$ cat src/rtl/uart_fe_pkg.sv
package uart_fe_pkg;
  localparam int unsigned DATA_W = 32;
  localparam int unsigned CHAR_W = 8;
  localparam int unsigned NCAUSE = 8;

  localparam logic [3:0] A_CFG  = 4'd0;
  localparam logic [3:0] A_SMP  = 4'd2;
  localparam logic [3:0] A_TXD  = 4'd4;
  localparam logic [3:0] A_RXD  = 4'd5;
  localparam logic [3:0] A_INFO = 4'd6;
  localparam logic [3:0] A_IE   = 4'd7;
  localparam logic [3:0] A_STAT = 4'd9;
  localparam logic [3:0] A_PEND = 4'd11;

  localparam int unsigned C_TX_OVR  = 0;
  localparam int unsigned C_RX_STOP = 1;
  localparam int unsigned C_RX_PAR  = 2;
  localparam int unsigned C_RX_OVR  = 3;
  localparam int unsigned C_RX_UND  = 4;
  localparam int unsigned C_TX_EMP  = 5;
  localparam int unsigned C_RX_NE   = 6;
  localparam int unsigned C_RX_BRK  = 7;

  typedef struct packed {
    logic [23:0] div;
    logic        glob;
    logic        rx_en;
    logic        tx_en;
    logic        par_en;
    logic        par_even;
    logic        stop2;
    logic [1:0]  len;
  } cfg_t;
endpackage

$ cat src/rtl/uart_fe_fifo.sv
module uart_fe_fifo #(
  parameter int unsigned W     = 8,
  parameter int unsigned DEPTH = 16
) (
  input  logic         clk_i,
  input  logic         rst_ni,
  input  logic         flush_i,
  input  logic         push_i,
  input  logic [W-1:0] din_i,
  input  logic         pop_i,
  output logic [W-1:0] dout_o,
  output logic         full_o,
  output logic         empty_o
);
  localparam int unsigned AW = $clog2(DEPTH);

  logic [W-1:0] mem_q [DEPTH];
  logic [AW-1:0] wp_q, rp_q;
  logic [AW:0]   cnt_q;
  logic          do_push, do_pop;

  assign full_o  = (cnt_q == (AW+1)'(DEPTH));
  assign empty_o = (cnt_q == '0);
  assign dout_o  = mem_q[rp_q];
  assign do_push = push_i && !full_o && !flush_i;
  assign do_pop  = pop_i && !empty_o && !flush_i;

  always_ff @(posedge clk_i or negedge rst_ni) begin
    if (!rst_ni) begin
      wp_q <= '0; rp_q <= '0; cnt_q <= '0;
    end else if (flush_i) begin
      wp_q <= '0; rp_q <= '0; cnt_q <= '0;
    end else begin
      if (do_push) wp_q <= (wp_q == AW'(DEPTH-1)) ? '0 : wp_q + 1'b1;
      if (do_pop)  rp_q <= (rp_q == AW'(DEPTH-1)) ? '0 : rp_q + 1'b1;
      cnt_q <= cnt_q + (AW+1)'(do_push) - (AW+1)'(do_pop);
    end
  end

  always_ff @(posedge clk_i) begin
    if (do_push) mem_q[wp_q] <= din_i;
  end

  // callers must gate on the flags
  assert_no_overflow_R4: assert property (@(posedge clk_i) disable iff (!rst_ni)
    (push_i && !flush_i) |-> !full_o);
  assert_no_underflow_R6: assert property (@(posedge clk_i) disable iff (!rst_ni)
    (pop_i && !flush_i) |-> !empty_o);
  assert_flush_empties_R13: assert property (@(posedge clk_i) disable iff (!rst_ni)
    flush_i |=> empty_o);
endmodule

$ cat src/rtl/uart_fe_irq.sv
module uart_fe_irq #(
  parameter int unsigned N = 8
) (
  input  logic         clk_i,
  input  logic         rst_ni,
  input  logic [N-1:0] set_i,
  input  logic [N-1:0] clr_i,
  input  logic [N-1:0] ie_i,
  output logic [N-1:0] status_o,
  output logic         irq_o
);
  logic [N-1:0] status_q;

  // set wins over a same-cycle clear
  always_ff @(posedge clk_i or negedge rst_ni) begin
    if (!rst_ni) status_q <= '0;
    else         status_q <= (status_q & ~clr_i) | set_i;
  end

  assign status_o = status_q;
  assign irq_o    = |(status_q & ie_i);

  assert_set_sticky_R10: assert property (@(posedge clk_i) disable iff (!rst_ni)
    (|set_i) |=> ((status_o & $past(set_i)) == $past(set_i)));
  assert_w1c_R10: assert property (@(posedge clk_i) disable iff (!rst_ni)
    (|(clr_i & ~set_i)) |=> ((status_o & $past(clr_i & ~set_i)) == '0));
  assert_hold_R10: assert property (@(posedge clk_i) disable iff (!rst_ni)
    (set_i == '0 && clr_i == '0) |=> $stable(status_o));
endmodule

$ cat src/rtl/uart_fe.sv
module uart_fe
  import uart_fe_pkg::*;
#(
  parameter int unsigned ADDR_W = 4,
  parameter int unsigned DEPTH  = 16,
  parameter int unsigned SMP_W  = 16
) (
  input  logic              clk_i,
  input  logic              rst_ni,
  input  logic              req_i,
  input  logic              we_i,
  input  logic [ADDR_W-1:0] addr_i,
  input  logic [31:0]       wdata_i,
  output logic [31:0]       rdata_o,
  output logic              irq_o,
  output logic [1:0]        cfg_len_o,
  output logic              cfg_stop2_o,
  output logic              cfg_par_en_o,
  output logic              cfg_par_even_o,
  output logic [23:0]       cfg_div_o,
  output logic              tx_en_o,
  output logic              rx_en_o,
  output logic [SMP_W-1:0]  sample_o,
  output logic              tx_valid_o,
  output logic [7:0]        tx_data_o,
  input  logic              tx_ready_i,
  input  logic              rx_valid_i,
  input  logic [7:0]        rx_data_i,
  input  logic              rx_stop_err_i,
  input  logic              rx_par_err_i,
  input  logic              rx_break_i
);
  cfg_t               cfg_q;
  logic [SMP_W-1:0]   smp_q;
  logic [NCAUSE-1:0]  ie_q, status, set_v, clr_v;
  logic [31:0]        rdata_q, rdata_d;
  logic               wr, rd, glob, flush;
  logic               tx_full, tx_empty, tx_push, tx_pop;
  logic               rx_full, rx_empty, rx_push, rx_pop, rx_acc, rx_rd;
  logic [7:0]         rx_head;

  assign wr    = req_i && we_i;
  assign rd    = req_i && !we_i;
  assign glob  = cfg_q.glob;
  assign flush = !glob;

  always_ff @(posedge clk_i or negedge rst_ni) begin
    if (!rst_ni) begin
      cfg_q <= '0; smp_q <= '0; ie_q <= '0;
    end else if (wr) begin
      case (addr_i)
        A_CFG: cfg_q <= cfg_t'(wdata_i);
        A_SMP: smp_q <= wdata_i[SMP_W-1:0];
        A_IE:  ie_q  <= wdata_i[NCAUSE-1:0];
        default: ;
      endcase
    end
  end

  assign tx_push    = wr && addr_i == A_TXD && glob && !tx_full;
  assign tx_valid_o = glob && cfg_q.tx_en && !tx_empty;
  assign tx_pop     = tx_valid_o && tx_ready_i;
  assign rx_acc     = rx_valid_i && glob && cfg_q.rx_en;
  assign rx_push    = rx_acc && !rx_full;
  assign rx_rd      = rd && addr_i == A_RXD;
  assign rx_pop     = rx_rd && !rx_empty;

  uart_fe_fifo #(.W(CHAR_W), .DEPTH(DEPTH)) u_txq (
    .clk_i, .rst_ni, .flush_i(flush), .push_i(tx_push), .din_i(wdata_i[7:0]),
    .pop_i(tx_pop), .dout_o(tx_data_o), .full_o(tx_full), .empty_o(tx_empty));

  uart_fe_fifo #(.W(CHAR_W), .DEPTH(DEPTH)) u_rxq (
    .clk_i, .rst_ni, .flush_i(flush), .push_i(rx_push), .din_i(rx_data_i),
    .pop_i(rx_pop), .dout_o(rx_head), .full_o(rx_full), .empty_o(rx_empty));

  always_comb begin
    set_v            = '0;
    set_v[C_TX_OVR]  = wr && addr_i == A_TXD && glob && tx_full;
    set_v[C_RX_STOP] = rx_acc && rx_stop_err_i;
    set_v[C_RX_PAR]  = rx_acc && rx_par_err_i;
    set_v[C_RX_OVR]  = rx_acc && rx_full;
    set_v[C_RX_UND]  = rx_rd && rx_empty;
    set_v[C_TX_EMP]  = tx_empty;
    set_v[C_RX_NE]   = !rx_empty;
    set_v[C_RX_BRK]  = rx_acc && rx_break_i;
  end
  assign clr_v = (wr && addr_i == A_STAT) ? wdata_i[NCAUSE-1:0] : '0;

  uart_fe_irq #(.N(NCAUSE)) u_irq (
    .clk_i, .rst_ni, .set_i(set_v), .clr_i(clr_v), .ie_i(ie_q),
    .status_o(status), .irq_o(irq_o));

  always_comb begin
    rdata_d = '0;
    case (addr_i)
      A_CFG:  rdata_d = cfg_q;
      A_SMP:  rdata_d[SMP_W-1:0] = smp_q;
      A_RXD:  rdata_d[8:0] = rx_empty ? 9'h000 : {1'b1, rx_head};
      A_INFO: rdata_d[3:0] = {tx_empty, tx_full, rx_empty, rx_full};
      A_IE:   rdata_d[NCAUSE-1:0] = ie_q;
      A_STAT: rdata_d[NCAUSE-1:0] = status;
      A_PEND: rdata_d[NCAUSE-1:0] = status & ie_q;
      default: ;
    endcase
  end

  always_ff @(posedge clk_i or negedge rst_ni) begin
    if (!rst_ni)  rdata_q <= '0;
    else if (rd)  rdata_q <= rdata_d;
  end
  assign rdata_o = rdata_q;

  assign cfg_len_o      = cfg_q.len;
  assign cfg_stop2_o    = cfg_q.stop2;
  assign cfg_par_en_o   = cfg_q.par_en;
  assign cfg_par_even_o = cfg_q.par_even;
  assign cfg_div_o      = cfg_q.div;
  assign tx_en_o        = glob && cfg_q.tx_en;
  assign rx_en_o        = glob && cfg_q.rx_en;
  assign sample_o       = smp_q;

  assert_valid_flag_R5: assert property (@(posedge clk_i) disable iff (!rst_ni)
    rx_pop |=> rdata_o[8]);
  assert_empty_read_R6: assert property (@(posedge clk_i) disable iff (!rst_ni)
    (rx_rd && rx_empty) |=> (rdata_o == 32'h0 && status[C_RX_UND]));
  assert_overrun_R7: assert property (@(posedge clk_i) disable iff (!rst_ni)
    (rx_acc && rx_full) |=> status[C_RX_OVR]);
  assert_idle_R13: assert property (@(posedge clk_i) disable iff (!rst_ni)
    !glob |=> (!tx_valid_o || $past(wr && addr_i == A_CFG)));
endmodule

$ cat config.mk
export PLATFORM = sky130hd
export DESIGN_NAME = uart_fe
export DESIGN_NICKNAME = d
export VERILOG_FILES = /design/src/rtl/uart_fe_pkg.sv /design/src/rtl/uart_fe_fifo.sv /design/src/rtl/uart_fe_irq.sv /design/src/rtl/uart_fe.sv
export SDC_FILE = /design/constraint.sdc
export NUM_CORES = 1
export LEC_CHECK = 0
export ABC_AREA = 1
export ABC_CLOCK_PERIOD_IN_PS = 3500
export BUFFER_PORTS_ARGS = -buffer_cell sky130_fd_sc_hd__buf_2
export CAP_MARGIN = 20
export CORE_MARGIN = 2
export CORE_UTILIZATION = 55
export DETAILED_ROUTE_END_ITERATION = 10
export PLACE_DENSITY = 0.74
export SYNTH_ARGS = -nofsm -noshare
export SYNTH_HDL_FRONTEND = slang
export SYNTH_SLANG_ARGS = --single-unit
$ cat constraint.sdc
create_clock -name clk_i -period 3.5 [get_ports clk_i]
set_input_delay 0.35 -clock clk_i [delete_from_list [all_inputs] [get_ports clk_i]]
set_output_delay 0.35 -clock clk_i [all_outputs]
set_load 0.01 [all_outputs]
==> results.md <==
- Gpl congestion: 0.926
- R2r setup slk: 0.56 ns
- Async S/R FF share, synth: 32.3%
- Adder-cell area share of the yosys netlist: 1.92%
- Compound-Gate Fraction of Synth Area: under 10%
- Initial DRC count: ~1,000
- Fmax: 340 MHz
- Ys flop type: edfxtp_1
- Resized Gates After CTS: 0
- Chip Height: 177 um
- XOR/XNOR Fraction of Synth Area: less than 1%
- Fraction of layout cells with a size suffix above 1: 15.0%
- CP endpoint: u_rxq.cnt_q[4]
- Pin slew with the least headroom to its limit: 0.934 ns
- Root Buffer: clkbuf_16
- Core box area: about 29,000 sq um
- Vias in the first global route: 11,200
- Sequential-to-total area share from yosys stat: 65.4%
- TritonCTS sink count: ~380
- Worst min path class: input pin to flop
- Largest family of logic cells by synthesized area: simple AND/OR/NAND/NOR gates
- Clock Latency Late Sink: 0.53 ns
- Reg2Reg Depth: 18
- Row Count: 63
- Top post-synthesis cells by count: nand2_1 (442), edfxtp_1 (256), nor2_1 (146)
- Cts bufs inserted: 39
- Syn Inst Count: 1,548
- Post-Synth Simple-Gate Area: around 18%
- First-pass GRT wire length: about 61,000 um
- Area contributors post-synth: edfxtp_1 (47%), dfrtp_1 (19%), nand2_1 (10%), o21ai_0 (3.9%), nor2_1 (3.3%)
- LEAKAGE: 7.68 nW
- Most common cell in the netlist: nand2_1
- Reg2reg start: u_rxq.cnt_q[2]
- Initial antenna violation count: 0
- Setup Skew: 0.0197 ns
- Cell variety after synth: 39
- EDFF count, synth: 256
- Setup crit start: u_rxq.cnt_q[2]
- Yosys warnings: 0
- Hpwl dp: ~25,000 um
- Worst EP arrival: 3.34 ns
- # setup viols final: 0
- Max Transition Viols Final: 0
- CP startpoint kind: flop
- Die Area: roughly 31,000 sq um
- WS Path Type: flop to flop
- Total Nets Final: 1,732
- Detailed Route WL: 38,500 um
- Drt wl/cell: 18.6 um
- RSZ-0062 raised after global routing: false
- Vias: 11,500
- Levels on crit path: 18
- Max-cap violations: 0
- Critical path cell sequence: inv_1 > ha_1 > nand3_1 > nor2_1 > inv_1 > nand2_1 > inv_2 > nand3_2 > inv_2 > ha_1 > inv_1 > ha_1 > fa_1 > nand2_1 > a21oi_1 > nor2_1 > xor2_1 > nor2_1
- Top Ports: 142
- RR Endpoint: u_rxq.cnt_q[4]
- Pwr dens: 543 nW/um^2
- CTS tree: built
- Die Wd: roughly 180 um
- Detailed Routing Iterations Pass 1: 5
- Postcts setup bufs: 0
- Clk slew on worst S/H paths: 0.06 ns
- Biggest area consumer among synthesized cells: edfxtp_1
- Cell class contributing the biggest share of worst-path delay: adder cells
- Mapped Area: 16,400 sq um
- Buffers and inverters on the worst path: 5
- Area growth syn-to-layout: 11.9%
- Final hold vios: 0
- Largest net degree at the start of global routing: between 70 and 80
- Maximum vdd drop: roughly 410 uV
- Global route overflow: 0
- DRC viols: 0
- Status: completed
- CTS HTree Levels: 2
- Slowest CP cell: fa_1
- Crit end category: flop
- Post-layout util: ~62%
- Crit path max fanout: 9
- Vias per inst: 5.53
- Min Tclk post-route: 2.94 ns
- Clock Path Buffers: 3
- Fin crit share: 84.1%
- Flops & latches, synth: 378
- Slew headroom: a little under two fifths
- Post-synth top area share: 46.8%
- Mux cell area share after synthesis: 1.46%
- Initial core utilization: 55.7%
- GR Util All Layers: about 25%
- Post-Syn Nets: 1,625
- Post-route ant nets: 0
- Slowest stage delay, CP: around 0.44 ns
- Number of I/O port buffers: 141
- Diode count: 0
- Syn_area_per_cell: 10.6 sq um
- Post-route setup TNS: 0 ns
- Critical path required time: 3.90 ns
- Pwr Total: 9.97 mW
## cell families (layout without fill, tap and decap cells)
kind of cell,Yosys count,after routing
AND/OR/NAND/NOR,707,707
multiplexers,16,16
flip-flops,378,378
AO/OA/AOI/OAI,223,223
buffers and inverters,193,327
adder cells (fa/ha/maj),24,24
XOR/XNOR,7,7
## metal layers
| metal | GRT usage, % | up-vias | part of all wire, % |
|---|---|---|---|
| li1 | - | 5398 | - |
| met1 | 34.4 | 5564 | 42 |
| met2 | 41.0 | 414 | 48 |
| met3 | 3.97 | 86 | 6.5 |
| met4 | 9.61 | 0 | 3.6 |
| met5 | 0 | - | 0 |
## through the flow
step / instance area [sq um] / hold WS [ns] / std cells / setup slack, ns
after floorplan: 16400 / 0.0544 / 1548 / 0.889
after global placement: 17200 / 0.461 / 2003 / 0.665
after detailed placement: 17200 / 0.467 / 2003 / 0.587
after CTS: 18400 / 0.0436 / 2072 / 0.575
after global routing: 18400 / 0.0489 / 2072 / 0.307
final: 18400 / 0.0564 / 2072 / 0.557
## registers in the layout, summed over array words and instances, names as in the netlist, 2 cells and up
name	cells
u_txq.cnt_q	5
sample_o	16
cfg_q	2
u_rxq.cnt_q	5
u_txq.mem_q	128
u_rxq.mem_q	128
u_txq.wp_q	4
u_rxq.rp_q	4
u_rxq.wp_q	4
cfg_div_o	24
u_irq.status_o	8
ie_q	8
rdata_o	32
u_txq.rp_q	4
cfg_len_o	2
## where the power goes
part,total [mW],switching [mW],internal [mW]
clock,3.89,1.64,2.25
sequential,5.11,0.160,4.95
combinational,0.959,0.618,0.341
total,9.97,2.42,7.55
## cell type report
cell class	instances	area [sq um]
clock buffer	55	1060
clock inverter	13	120
fill	2364	11100
inverter	103	392
multi-input combinational	977	4730
sequential	378	10700
tap	390	488
timing repair buffer	156	836
## cell usage in the layout (no fill, tap or decap), types with 9 or more instances in the layout
cell type  synthesis  final
a21oi_1           33     33
o21ai_0          127    127
o211ai_1          12     12
clkbuf_16          0     39
mux2_4            16     16
inv_1             88     88
nand2_1          442    442
o22ai_1           12     12
dfrtp_1          122    120
buf_4             32     14
nor2_1           146    146
edfxtp_1         256    256
a31oi_1            9      9
clkbuf_1          18     14
ha_1              22     22
buf_2             32    140
o21ai_1           16     16
inv_2             11     11
nand3_1           90     90
nand4_1           11     11
## worst min-delay path by stage
stage,start,endpoint,slack [ns],cells after the start
floorplan,rst_ni,cfg_div_o[0],0.05,0
global placement,rdata_o[31],rdata_o[31],0.46,2
detailed placement,rdata_o[7],rdata_o[7],0.47,2
CTS,rx_stop_err_i,u_irq.status_o[1],0.04,3
global route,wdata_i[25],cfg_div_o[17],0.05,2
finish,rx_stop_err_i,u_irq.status_o[1],0.06,3
## timing repair
| item | in CTS | in global routing |
|---|---|---|
| hold buffers | 1 | 0 |
| setup endpoints to repair | 0 | 0 |
| hold endpoints to repair | 24 | 0 |
## worst min-delay path, delay by kind of cell
family | cells | cell delay (ns)
AND/OR/NAND/NOR | 2 | 0.10
buffers and inverters | 1 | 0.09
No activity file was read; power rests on OpenSTA's default activity.
